**config.mk**
```make
export PLATFORM = sky130hd
export DESIGN_NAME = shared_item_buf
export DESIGN_NICKNAME = d
export VERILOG_FILES = /design/src/rtl/sib_pkg.sv /design/src/rtl/sib_rst_sync.sv /design/src/rtl/sib_mode_reg.sv /design/src/rtl/sib_gate.sv /design/src/rtl/sib_store.sv /design/src/rtl/shared_item_buf.sv
export SDC_FILE = /design/constraint.sdc
export NUM_CORES = 1
export LEC_CHECK = 0
export CAP_MARGIN = 20
export CORE_MARGIN = 8
export CORE_UTILIZATION = 30
export CTS_CLUSTER_DIAMETER = 200
export DETAILED_ROUTE_END_ITERATION = 10
export PLACE_DENSITY_LB_ADDON = 0.15
export SLEW_MARGIN = 20
export SYNTH_ARGS = -nofsm -noshare
export SYNTH_HDL_FRONTEND = slang
export SYNTH_SLANG_ARGS = --single-unit
```
**constraint.sdc**
```tcl
create_clock -name clk -period 0.8 [get_ports clk]
set_input_delay 0.08 -clock clk [delete_from_list [all_inputs] [get_ports clk]]
set_output_delay 0.08 -clock clk [all_outputs]
set_load 0.01 [all_outputs]
```
**src/rtl/sib_pkg.sv**
```systemverilog
package sib_pkg;
  localparam int unsigned MODE_W = 3;

  typedef enum logic [MODE_W-1:0] {
    SIB_SIGNAL   = 3'd0,
    SIB_POOL     = 3'd1,
    SIB_CHANNEL  = 3'd2,
    SIB_COMMAND  = 3'd3,
    SIB_CONSTANT = 3'd4
  } sib_mode_e;

  function automatic sib_mode_e sib_decode(input logic [MODE_W-1:0] code);
    case (code)
      3'd1:    return SIB_POOL;
      3'd2:    return SIB_CHANNEL;
      3'd3:    return SIB_COMMAND;
      3'd4:    return SIB_CONSTANT;
      default: return SIB_SIGNAL;
    endcase
  endfunction
endpackage

```
**src/rtl/sib_rst_sync.sv**
```systemverilog
module sib_rst_sync #(
  parameter int unsigned STAGES = 2
) (
  input  logic clk,
  input  logic rst_n,
  output logic rst_ni
);
  logic [STAGES-1:0] sync_q;
  logic [STAGES-1:0] sync_n;

  always_comb sync_n = {sync_q[STAGES-2:0], 1'b1};

  always_ff @(posedge clk or negedge rst_n) begin
    if (!rst_n) sync_q <= '0;
    else        sync_q <= sync_n;
  end

  assign rst_ni = sync_q[STAGES-1];
endmodule

```
**src/rtl/sib_mode_reg.sv**
```systemverilog
module sib_mode_reg
  import sib_pkg::*;
(
  input  logic              clk,
  input  logic              rst_ni,
  input  logic [MODE_W-1:0] mode_sel,
  output sib_mode_e         mode_q
);
  logic      load_en;
  sib_mode_e mode_n;

  always_comb begin
    load_en = !rst_ni;
    mode_n  = load_en ? sib_decode(mode_sel) : mode_q;
  end

  always_ff @(posedge clk) begin
    mode_q <= mode_n;
  end
endmodule

```
**src/rtl/sib_gate.sv**
```systemverilog
module sib_gate
  import sib_pkg::*;
(
  input  sib_mode_e mode,
  input  logic      full,
  input  logic      sealed,
  input  logic      wr_req,
  input  logic      wr_ack,
  input  logic      rd_req,
  input  logic      rd_ack,
  output logic      wr_gnt,
  output logic      rd_gnt
);
  logic wr_ok;
  logic rd_ok;

  always_comb begin
    case (mode)
      SIB_POOL:     begin wr_ok = 1'b1;    rd_ok = 1'b1; end
      SIB_CHANNEL:  begin wr_ok = !full;   rd_ok = full; end
      SIB_COMMAND:  begin wr_ok = !full;   rd_ok = 1'b1; end
      SIB_CONSTANT: begin wr_ok = !sealed; rd_ok = 1'b1; end
      default:      begin wr_ok = 1'b1;    rd_ok = full; end
    endcase
    wr_gnt = wr_req && !wr_ack && wr_ok;
    rd_gnt = rd_req && !rd_ack && rd_ok;
  end
endmodule

```
**src/rtl/sib_store.sv**
```systemverilog
module sib_store #(
  parameter int unsigned DW = 8
) (
  input  logic          clk,
  input  logic          rst_ni,
  input  logic          wr_gnt,
  input  logic          rd_gnt,
  input  logic [DW-1:0] wr_data,
  output logic          full_q,
  output logic          sealed_q,
  output logic          wr_ack_q,
  output logic          rd_ack_q,
  output logic [DW-1:0] rd_data_q
);
  logic [DW-1:0] item_q, item_n, rd_data_n;
  logic          full_n, sealed_n;
  logic          item_en, out_en;

  always_comb begin
    item_en   = wr_gnt;
    out_en    = rd_gnt;
    item_n    = item_en ? wr_data : item_q;
    rd_data_n = out_en ? item_q : rd_data_q;
    sealed_n  = sealed_q | wr_gnt;
    if (wr_gnt)      full_n = 1'b1;
    else if (rd_gnt) full_n = 1'b0;
    else             full_n = full_q;
  end

  always_ff @(posedge clk or negedge rst_ni) begin
    if (!rst_ni) begin
      item_q    <= '0;
      rd_data_q <= '0;
      full_q    <= 1'b0;
      sealed_q  <= 1'b0;
      wr_ack_q  <= 1'b0;
      rd_ack_q  <= 1'b0;
    end else begin
      item_q    <= item_n;
      rd_data_q <= rd_data_n;
      full_q    <= full_n;
      sealed_q  <= sealed_n;
      wr_ack_q  <= wr_gnt;
      rd_ack_q  <= rd_gnt;
    end
  end
endmodule

```
**src/rtl/shared_item_buf.sv**
```systemverilog
module shared_item_buf
  import sib_pkg::*;
#(
  parameter int unsigned DW = 8
) (
  input  logic              clk,
  input  logic              rst_n,
  input  logic [MODE_W-1:0] mode_sel,
  input  logic              wr_req,
  input  logic [DW-1:0]     wr_data,
  output logic              wr_ack,
  input  logic              rd_req,
  output logic              rd_ack,
  output logic [DW-1:0]     rd_data
);
  logic      rst_ni;
  sib_mode_e mode_q;
  logic      full_q, sealed_q, wr_gnt, rd_gnt;

  sib_rst_sync #(.STAGES(2)) u_rst (
    .clk(clk), .rst_n(rst_n), .rst_ni(rst_ni)
  );

  sib_mode_reg u_mode (
    .clk(clk), .rst_ni(rst_ni), .mode_sel(mode_sel), .mode_q(mode_q)
  );

  sib_gate u_gate (
    .mode(mode_q), .full(full_q), .sealed(sealed_q),
    .wr_req(wr_req), .wr_ack(wr_ack), .rd_req(rd_req), .rd_ack(rd_ack),
    .wr_gnt(wr_gnt), .rd_gnt(rd_gnt)
  );

  sib_store #(.DW(DW)) u_store (
    .clk(clk), .rst_ni(rst_ni), .wr_gnt(wr_gnt), .rd_gnt(rd_gnt),
    .wr_data(wr_data), .full_q(full_q), .sealed_q(sealed_q),
    .wr_ack_q(wr_ack), .rd_ack_q(rd_ack), .rd_data_q(rd_data)
  );
endmodule

```
==> impl_metrics.yaml <==
cells_and_area:
  n_fill_cell: 336
  seqCellArea_um2: 644
  fin_nets: 113
  drive_gt1_share_pct: 43.3
  syn_to_final_growth_pct: 39.2
  fin_area_um2: 1380
  multiInputGateArea_um2: 332
  fin_util_pct: 42.4
  final_cells: 143
  n_antenna_cell: 0
yosys:
  synth.avg_cell_area_um2: 16.3
  ys_seq_area_share_pct: 64.5
  synth_edf_count: 3
  ys_async_sr_fraction_pct: 88.0
  synth_cell_types: 18
  syn_inst: 61
  synth_top_flop_cell: "dfrtp_1"
  yosys_warnings: 0
  syn_nets: 76
  mappedNetlistArea_um2: 993
  ys_ff_latch: 25
clock_network:
  clock_sinks: 25
  clock_path_buffers: 2
  cts_buffers: 3
  clock_latency_ns: 0.30
  clkTransAtPathRegs_ns: 0.12
  htreeDepth: 1
  tritoncts: "done"
  cts_root_buf: "clkbuf_4"
critical_path:
  crit_arrival_ns: 1.75
  worstSetupEndpointType: "flop"
  start_kind: "flop"
  cp_max_fo: 5
  slowest_stage: "edfxtp_1"
  critical_path_required_ns: 1.00
  cpPeakStageDelay_ns: 0.45
  critPathKind: "flop to flop"
  crit_chain: "and2b_1, a221o_1, buf_4, mux2_4"
die:
  die_w_um: 73.5
  dieArea_um2: 5410
  die_h_um: 73.5
  io_pins: 25
  start_util_pct: 30.5
  row_count: 21
  fp.coreArea_um2: 3260
power_and_ir_drop:
  ir_worst_vdd_v: 0.000827
  total_power_mw: 3.53
  power_leakage_nw: 0.626
  power.density_nw_per_um2: 2550
sta:
  slew_violations: 0
  clock_skew_ns: 0.00525
  tns_ns: -14.36
  fmax_ghz: 0.648
  setup_slack_ns: -0.743
  whs_ns: 0.312
  finalHoldViolCount: 0
  min_period_over_period_pct: 193
  rsz0062_at_grt: "yes"
  setup_viol_count_final: 33
  fin_crit_ns: 1.54
placed_design:
  io_buffers: 24
  dpl.hpwl_um: 1310
  gp_congestion: 0.656
  post-place-ws_ns: -0.766
  place_inst: 135
  placed_cell_area_um2: 1340
drt:
  vias: 564
  vias_per_cell: 3.94
  antenna_left: 0
  wl_met3_um: 72
  top_layer: "met4"
  drt-met1-wl_um: 765
  wl_per_cell_um: 11.7
  dr.pass1.iters: 4
  wl_um: 1680
  drc: 0
  drtIter0Drc: 15
  met2_length_um: 801
global_route:
  antenna_found_initial: 0
  grt_pass1_vias: 632
  grt_usage_pct: 7.10
  grt_max_degree: 21
  grt_overflow_total: 0
  grt_pass1_wl_um: 2900
min_path:
  min_path_type: "flop to async pin"
run_status:
  violations: "setup timing"
  status: "finished, violations left"
job:
  cap_violations: 0
[cell families (layout without fill, tap and decap cells)]
| family | count (synthesis) | after routing | synth area share, % |
|---|---|---|---|
| AOI/OAI and AO/OA | 4 | 4 | 4.66 |
| other | 1 | 1 | 0.377 |
| and+or+nand+nor | 9 | 9 | 6.30 |
| muxes | 16 | 16 | 21.2 |
| buffers and inverters | 6 | 42 | 3.02 |
| DFF | 25 | 25 | 64.5 |
[routing by layer]
metal | vias up | track usage (%)
li1 | 280 | -
met1 | 269 | 8.19
met2 | 13 | 10.7
met3 | 2 | 2.18
met4 | 0 | 5.32
met5 | - | 0
[synthesized netlist by cell type, drive strengths merged (2+ instances only)]
cell type  number  area [um^2]
dfrtp          22          551
edfxtp          3         90.1
inv             5         18.8
mux2           16          210
nor2b           3         18.8
nor3b           2         20.0
[report_power, final]
group	switching, mW	leakage, nW	internal, mW
clock network	0.333	0.0150	0.194
logic	0.402	0.325	0.771
registers	0.196	0.286	1.63
total	0.932	0.626	2.60
[registers in the layout, indices dropped and copies added (netlist names)]
signal / cells
u_rst.sync_q: 2
u_store.rd_ack_q: 1
u_store.item_q: 8
u_store.sealed_q: 1
u_store.rd_data_q: 8
u_store.wr_ack_q: 1
u_mode.mode_q: 3
u_store.full_q: 1
[worst paths after layout]
| check | from | to | slack (ns) | depth (start not counted) |
|---|---|---|---|---|
| worst max register to register | u_mode.mode_q[1] | u_store.item_q[5] | -0.74 | 4 |
| max in group asynchronous | rst_n | u_rst.sync_q[1] | 0.20 | 2 |
| worst min register to register | u_rst.sync_q[1] | u_store.item_q[0] | 0.31 | 1 |
| min in group clk | u_rst.sync_q[0] | u_rst.sync_q[1] | 0.36 | 0 |
| worst max-delay path | u_mode.mode_q[1] | u_store.item_q[5] | -0.74 | 4 |
| worst min-delay path | u_rst.sync_q[1] | u_store.item_q[0] | 0.31 | 1 |
[layout by cell type, fill, tap and decap left out]
cell,n
a21oi_1,1
a221o_1,1
and2b_1,1
buf_12,1
buf_2,6
buf_4,6
buf_6,5
clkbuf_1,1
clkbuf_4,3
clkdlybuf4s50_1,14
conb_1,1
dfrtp_1,21
dfrtp_4,1
dlygate4sd3_1,1
edfxtp_1,3
inv_1,4
inv_4,1
mux2_2,8
mux2_4,8
nand2_1,1
nand2b_1,1
nor2b_1,3
nor3b_1,1
nor3b_4,1
o21ai_0,1
o311ai_4,1
or2_4,1
[layout make-up]
| cell class | count | share of cell area, % |
|---|---|---|
| flip-flops and latches | 25 | 46.6 |
| clock buffers | 4 | 1.90 |
| repair buffers | 33 | 21.8 |
| inverters | 5 | 1.54 |
| well taps | 46 | 4.16 |
| multi-input cells | 30 | 24.0 |
[what timing repair did]
action,in CTS,in global routing
hold buffers,1,0
hold endpoints to repair,2,0
setup buffers,3,0
endpoints found under the setup margin,33,33
gates resized for setup,44,3
pin swaps,3,0
[worst max-delay path: cells and delay by family, from the launching register on]
kind | cells | cell delay, ns
flip-flops | 1 | 0.45
AO/OA/AOI/OAI | 1 | 0.32
multiplexers | 1 | 0.29
AND/OR/NAND/NOR | 1 | 0.20
buffers and inverters | 1 | 0.18
No activity file was read; power rests on OpenSTA's default activity.
